$ cat src/rtl/fwd_link_tx.sv
module fwd_link_tx #(
  parameter int MAX_BITS  = 64,
  parameter int LEAD_OFF  = 55,
  parameter int LEAD_ON   = 18,
  parameter int ONE_ON    = 32,
  parameter int NOTCH_OFF = 23,
  parameter int NOTCH_ON  = 18,
  parameter int RD_WAIT   = 50,
  parameter int WR_WAIT   = 813,
  localparam int NW = $clog2(MAX_BITS + 1),
  localparam int M1 = (LEAD_OFF > LEAD_ON) ? LEAD_OFF : LEAD_ON,
  localparam int M2 = (ONE_ON > NOTCH_OFF) ? ONE_ON : NOTCH_OFF,
  localparam int M3 = (NOTCH_ON > RD_WAIT) ? NOTCH_ON : RD_WAIT,
  localparam int M4 = (M1 > M2) ? M1 : M2,
  localparam int M5 = (M3 > WR_WAIT) ? M3 : WR_WAIT,
  localparam int MAXC = (M4 > M5) ? M4 : M5,
  localparam int CW = $clog2(MAXC + 1)
) (
  input  logic                clk,
  input  logic                rst_n,
  input  logic                cyc_tick,
  input  logic                start,
  input  logic [MAX_BITS-1:0] bits,
  input  logic [NW-1:0]       nbits,
  input  logic                is_write,
  output logic                field_on,
  output logic                busy,
  output logic                capture,
  output logic                err
);

  typedef enum logic [1:0] {S_IDLE, S_GAP, S_MARK, S_HOLD} st_t;

  st_t                st;
  logic [CW-1:0]      cnt;
  logic [MAX_BITS-1:0] sh;
  logic [NW-1:0]      rem;
  logic               lead;
  logic               wr;

  wire count_ok = (nbits != '0) && (nbits <= NW'(MAX_BITS));
  wire done     = cyc_tick && (cnt == CW'(1));

  assign busy     = (st != S_IDLE);
  assign field_on = (st != S_GAP);

  always_ff @(posedge clk) begin
    if (!rst_n) begin
      st      <= S_IDLE;
      cnt     <= '0;
      sh      <= '0;
      rem     <= '0;
      lead    <= 1'b0;
      wr      <= 1'b0;
      capture <= 1'b0;
      err     <= 1'b0;
    end else begin
      capture <= 1'b0;
      err     <= 1'b0;
      case (st)
        S_IDLE: begin
          if (start) begin
            if (count_ok) begin
              st   <= S_GAP;
              cnt  <= CW'(LEAD_OFF);
              sh   <= bits;
              rem  <= nbits - NW'(1);
              lead <= 1'b1;
              wr   <= is_write;
            end else begin
              err <= 1'b1;
            end
          end
        end
        S_GAP: begin
          if (done) begin
            st   <= S_MARK;
            cnt  <= lead ? CW'(LEAD_ON) : CW'(NOTCH_ON);
            lead <= 1'b0;
          end else if (cyc_tick) begin
            cnt <= cnt - CW'(1);
          end
        end
        S_MARK: begin
          if (done) begin
            if (rem == '0) begin
              st  <= S_HOLD;
              cnt <= wr ? CW'(WR_WAIT) : CW'(RD_WAIT);
            end else begin
              sh  <= sh >> 1;
              rem <= rem - NW'(1);
              if (sh[1]) begin
                st  <= S_MARK;
                cnt <= CW'(ONE_ON);
              end else begin
                st  <= S_GAP;
                cnt <= CW'(NOTCH_OFF);
              end
            end
          end else if (cyc_tick) begin
            cnt <= cnt - CW'(1);
          end
        end
        default: begin
          if (done) begin
            st      <= S_IDLE;
            capture <= 1'b1;
          end else if (cyc_tick) begin
            cnt <= cnt - CW'(1);
          end
        end
      endcase
    end
  end

  a_r1_idle_field_high: assert property (@(posedge clk) disable iff (!rst_n)
    !busy |-> field_on);

  a_r2_lead_starts_off: assert property (@(posedge clk) disable iff (!rst_n)
    $rose(busy) |-> !field_on);

  a_r6_capture_single: assert property (@(posedge clk) disable iff (!rst_n)
    capture |=> !capture);

  a_r7_capture_ends_busy: assert property (@(posedge clk) disable iff (!rst_n)
    capture |-> (!busy && $past(busy)));

  a_r8_reject_stays_idle: assert property (@(posedge clk) disable iff (!rst_n)
    err |-> (!busy && field_on && $past(start) && !$past(busy)));

  a_r9_start_ignored: assert property (@(posedge clk) disable iff (!rst_n)
    (busy && start && !(st == S_HOLD && done)) |=> (busy && !err));

  a_r11_counter_live: assert property (@(posedge clk) disable iff (!rst_n)
    busy |-> (cnt != '0));

endmodule

$ cat config.mk
export PLATFORM = sky130hd
export DESIGN_NAME = fwd_link_tx
export DESIGN_NICKNAME = d
export VERILOG_FILES = /design/src/rtl/fwd_link_tx.sv
export SDC_FILE = /design/constraint.sdc
export NUM_CORES = 1
export LEC_CHECK = 0
export BUFFER_PORTS_ARGS = -buffer_cell sky130_fd_sc_hd__buf_4
export CORE_MARGIN = 5
export CORE_UTILIZATION = 56
export CTS_CLUSTER_SIZE = 25
export DETAILED_ROUTE_END_ITERATION = 16
export PLACE_DENSITY = 0.83
export SYNTH_ARGS = -nofsm -noshare
export SYNTH_HDL_FRONTEND = slang
export SYNTH_SLANG_ARGS = --single-unit
export TNS_END_PERCENT = 100
$ cat constraint.sdc
create_clock -name clk -period 3 [get_ports clk]
set_input_delay 0.6 -clock clk [delete_from_list [all_inputs] [get_ports clk]]
set_output_delay 0.6 -clock clk [all_outputs]
set_load 0.005 [all_outputs]
Word-level counts from Yosys, hierarchy flattened
Cells that the tools add are included.
{ "word_totals": {"out_inout_bits": 4, "register_bits": 86, "input_bits": 76, "elab_cells": 66} }
{ "op_classes": {"reduce_logical": 14, "addsub": 3, "mux": 30, "n_bitwise": 1, "eq_ne": 10, "magnitude_cmp": 1} }
{ "ops": {"columns": ["operator", "n"], "rows": [
  ["$mux 64", 4],
  ["$pmux 64 s2", 1],
  ["$mux 10", 8],
  ["$pmux 10 s3", 1],
  ["$mux 7", 4],
  ["$mux 2", 7],
  ["$pmux 7 s2", 1],
  ["$sub 7x1->7 const B", 2],
  ["$eq 10x1->1 const B", 1],
  ["$ne 2x2->1 const B", 5],
  ["$reduce_and 5->1", 2],
  ["$sub 10x1->10 const B", 1],
  ["$reduce_and 3->1", 3],
  ["$le 7x7->1 const B", 1],
  ["$logic_not 7->1", 1],
  ["$reduce_bool 7->1", 1],
  ["$mux 6", 1],
  ["$pmux 2 s3", 1],
  ["$reduce_bool 2->1", 3],
  ["$ne 4x1->1 const B", 1],
  ["$reduce_or 4->1", 1],
  ["$eq 2x1->1 const B", 1],
  ["$eq 2x2->1 const B", 1],
  ["$logic_and 1x1->1", 2],
  ["4 further kinds", 5]
]} }

Logic depth before layout (Yosys ltp)
{ "depth": {"ltp_word": 5, "ltp_mapped": 12, "ltp_nobuf": 9} }

Least setup slack after synthesis
OpenSTA, ideal clock, no wires.
{ "synth_timing": {"path_type": "register to register", "from": "register st[0]", "to": "register rem[6]", "arrival_time_ns": 2.518, "synth_period_minus_slack_ns": 2.645, "required_time_ns": 2.873, "stages_incl_launch_ff": 13, "path_slack_ns": 0.355, "n_path_buf": 4, "setup_ns": 0.127, "path_cell_list": "dfxtp_1 > buf_2 > nand2b_1 > clkbuf_1 > buf_4 > buf_2 > mux2i_1 > ha_1 > nand2b_1 > nor4_1 > nor3_1 > a31oi_1 > or3b_1"} }
{ "synth_between": {"elab_chain_cells": 3, "word_cells_on_any_way": 9, "classes_between": "eq/ne (5); mux (1); reduce/logical (3)"} }
{ "synth_rtl": {"columns": ["item", "line_no", "text"], "rows": [
  ["from (decl)", "34", "st_t st;"],
  ["from (signal assigned)", "49", "st <= S_IDLE;"],
  ["from (signal assigned)", "64", "st <= S_GAP;"],
  ["from (signal assigned)", "77", "st <= S_MARK;"],
  ["$eq 2x2->1 / $logic_not 2->1 (equally long branches)", "60", "case (st)"],
  ["$ne 2x2->1 (no line) / $reduce_bool 2->1 (equally long branches)", null, null],
  ["$reduce_and 5->1 (no line)", null, null],
  ["to (signal assigned)", "67", "rem <= nbits - NW'(1);"],
  ["to (signal assigned)", "91", "rem <= rem - NW'(1);"],
  ["to (decl)", "37", "logic [NW-1:0] rem;"]
]} }
Several ways; a longest one is shown, not always the timed one.
A chain may end at the register's enable or synchronous reset.

Final worst setup path
{ "layout_timing": {"from": "register cnt[2]", "to": "register sh[44]"} }
{ "layout_between": {"elab_chain_cells": 4} }
{ "layout_rtl": {"columns": ["item", "line_no", "text"], "rows": [
  ["from (decl)", "35", "logic [CW-1:0] cnt;"],
  ["from (signal assigned)", "65", "cnt <= CW'(LEAD_OFF);"],
  ["from (signal assigned)", "78", "cnt <= lead ? CW'(LEAD_ON) : CW'(NOTCH_ON);"],
  ["from (signal assigned)", "81", "cnt <= cnt - CW'(1);"],
  ["$eq 10x1->1", "42", "wire done = cyc_tick && (cnt == CW'(1));"],
  ["$logic_and 1x1->1", "42", null],
  ["$ne 2x2->1 (no line)", null, null],
  ["$reduce_and 5->1 (no line)", null, null],
  ["to (signal assigned)", "66", "sh <= bits;"],
  ["to (signal assigned)", "90", "sh <= sh >> 1;"],
  ["to (decl)", "36", "logic [MAX_BITS-1:0] sh;"]
]} }
Every way passes these cells.

==> summary.md <==
| Metric | Value |
|---|---|
| Worst Max-Slew Pin Slew | roughly 1.1 ns |
| Ant diodes | 0 |
| Area delta synth->final | 17.3% |
| Slew margin rel. | 27.8% |
| #FFs+latches synth | 85 |
| Top post-synthesis cells by area | dfxtp_1 (36%), mux2i_1 (15%), a311oi_1 (12%) |
| Pre-CTS setup slack | ~0.37 ns |
| Ys flop type | dfxtp_1 |
| Setup violators final | 0 |
| RSZ-0062 raised after global routing | no |
| Worst IR Drop VDD | ~0.30 mV |
| Synthesized area per cell | 9.06 um^2 |
| Critical path class | flip-flop to flip-flop |
| Hold Path Class | input port to flip-flop |
| DRC viols | 0 |
| Ratio of cells with drive above 1 in the final layout | between 20% and 30% |
| Syn nets | between 500 and 600 |
| Final worst path period share | roughly 80% |
| Largest net degree at the start of global routing | roughly 70 |
| Post-CTS Setup Repair Bufs | 0 |
| Multi-input gate area in the final layout | between 2000 and 3000 um^2 |
| Final hold viol count | 0 |
| Final Cell Area | 5470 um^2 |
| Share of the synthesized area in the top cell type | between 30% and 40% |
| Num CTS Buffers | 9 |
| Per-cell routed wire length | 17.0 um |
| Largest delay share family, worst path | simple AND/OR/NAND/NOR gates |
| DR iter-0 viols | about 270 |
| Max Cap Violations | 0 |
| Fraction of registers with async set/reset | 0% |
| Critical Path Slowest Stage Cell | and3_1 |
| Worst hold slack | 0.504 ns |
| Max Fclk | approximately 0.42 GHz |
| Req. time, crit path | about 3.3 ns |
| Seq/Total Area, Yosys | 36.5% |
| Row cnt | 33 |
| IO Port Bufs | just under 80 |
| CTS clk-pin slew, worst paths | around 0.090 ns |
| Post-synth cell types | 57 |
| Cell Area, Synth | 4660 um^2 |
| Finished Core Util | between 60% and 70% |
| Drt via density | about 6.4 |
| Arrival time at the worst endpoint | 2.66 ns |
| Vias in the first global route | around 3900 |
| H-tree Lvls | 3 |
| Area post-placement | 5280 um^2 |
| CP Cell Sequence | nor4b_4 > and3_1 > a22o_4 > buf_12 > a21oi_1 > a311oi_1 |
| Die area | ~10000 um^2 |
| Clk buf depth | 2 |
| Crit path buffers/inverters | 1 |
| Root Driver | clkbuf_8 |
| Clock Latency Late Sink | around 0.36 ns |
| Remaining global-route overflow | 0 |
| # fillers | 652 |
| Initial Util | roughly 57% |
| CTS resizes | 0 |
| CTS tree | done |
| Final wirelength | 11500 um |
| Max-slew violations | 0 |
| Synth warn | 0 |
| 1st-pass router iterations | 6 |
| Core Area | between 8000 and 9000 um^2 |
| Clock sink count | 85 |
| First-pass GRT wire length | 18300 um |
| CTS Hold Bufs | 0 |
| PD cells | 510 nW/um^2 |
| Syn Inst Count | roughly 520 |
| Layout Nets | between 600 and 700 |
| Number of I/O pins | 80 |
| Clk_skew | 0.0104 ns |
| Register area | about 1700 um^2 |
| Detail Route Antenna Nets | 0 |
| Final worst slack | between 0.6 and 0.7 ns |
| Chip Height | 101 um |
| Critical Path End Type | flip-flop |
| Post-synth EDFFs | 0 |
| Crit path launch type | flip-flop |
| Area leader, netlist | dfxtp_1 |
| Routability cong. | 0.933 |
| Outcome | finished clean |
| Total Routing Usage GR | ~22% |
| CP Max Fanout | 53 |
| Final min period | about 2.4 ns |
| Die Width | 101 um |
| Setup_tns | 0 ns |
| Detailed placer's ending HPWL | 7690 um |
| Crit path largest cell delay | approximately 0.45 ns |
| Initial antenna violation count | 0 |
| DR vias | about 4300 |
| LEAKAGE | roughly 2.4 nW |
cell usage in the layout, fill, tap and decap left out, types with 4 or more instances in the layout:
master / Yosys / final
o31a_1: 4 / 4
a311oi_1: 64 / 64
nand2_1: 15 / 15
inv_1: 8 / 7
dfxtp_1: 85 / 85
clkbuf_8: 0 / 9
nor4_1: 4 / 4
nor3_1: 8 / 8
a31oi_1: 5 / 5
nand3b_1: 5 / 5
o21ai_0: 14 / 14
mux2i_1: 69 / 69
nand4_1: 4 / 4
nand2b_1: 5 / 4
o211ai_1: 7 / 7
a21oi_1: 80 / 80
buf_4: 4 / 92
nand3_1: 5 / 5
nor2_1: 18 / 18
final timing paths:
| kind | from | end | slack (ns) | cells past startpoint |
|---|---|---|---|---|
| worst max-delay path | cnt[2] | sh[44] | 0.60 | 6 |
| worst min-delay path | is_write | wr | 0.50 | 3 |
| worst max register to register | cnt[2] | sh[44] | 0.60 | 6 |
| worst min register to register | sh[63] | sh[63] | 0.51 | 2 |
synth_stat cells, types with 2 or more instances:
library cell and number:
buf_2 25, and3_1 3, nor4_1 4, nor3_1 8, nand3_1 5, a31oi_1 5
a211oi_1 2, or4b_1 2, or4_1 2, nand2b_1 5, a21boi_0 2, nand2_1 15
nand4b_1 3, clkbuf_1 27, nor2b_1 2, and2_1 3, dfxtp_1 85, ha_1 3
o31a_1 4, o211ai_1 7, or3_1 2, nor4_2 2, or2_2 2, nor2_1 18
a21boi_1 2, a41oi_1 2, o31ai_1 3, a32o_1 2, nand3b_1 5, nand4_1 4
buf_4 4, o21ai_0 14, mux2i_1 69, a22o_1 2, a311oi_1 64, a21oi_1 80
inv_1 8
per-stage QoR:
step	total power [mW]	instances
finish	2.79	672
CTS	2.80	672
floorplan	1.78	515
detailed placement	1.98	657
global placement	1.95	657
global route	2.93	672
sequential cells by signal, summed over array words and instances, names as in the netlist:
register / cells
err: 1
st: 2
wr: 1
cnt: 10
rem: 7
sh: 63
capture: 1
kinds of logic (layout without fill, tap and decap cells):
family                     Yosys count  in the layout  share of synthesized area [%]
AOI/OAI and AO/OA                  200            200                           29.3
and+or+nand+nor                     89             89                           11.5
DFF                                 85             85                           36.5
muxes                               70             70                           15.0
buffers and inverters               66            118                           6.46
adders and majority gates            4              4                           1.05
xor gates and xnor gates             1              1                          0.188
worst register-to-register path, delay by kind of cell (launching register included):
kind,cells,cell delay (ns)
and+or+nand+nor,2,0.90
AOI/OAI and AO/OA,3,0.77
DFF,1,0.39
buffers and inverters,1,0.26
cell type report:
type / instances / share of cell area (%)
Clock buffer: 9 / 2.26
Sequential cell: 85 / 31.1
Clock inverter: 6 / 1.30
Multi-Input combinational cell: 364 / 48.9
Tap cell: 105 / 2.40
Inverter: 9 / 0.640
Timing Repair Buffer: 94 / 13.4
where the power goes:
group / total [mW] / switching (mW) / internal, mW
Clock: 0.822 / 0.434 / 0.387
Combinational: 0.666 / 0.375 / 0.292
Sequential: 1.31 / 0.0750 / 1.23
layer usage:
layer	GRT usage (%)	vias to the layer above	part of all wire (%)
met5	0	-	0
met4	9.82	0	2.5
met3	4.06	23	6.1
met2	35.0	143	49
met1	28.5	2019	42
li1	-	2111	-
(Power assumes the default switching activity.)
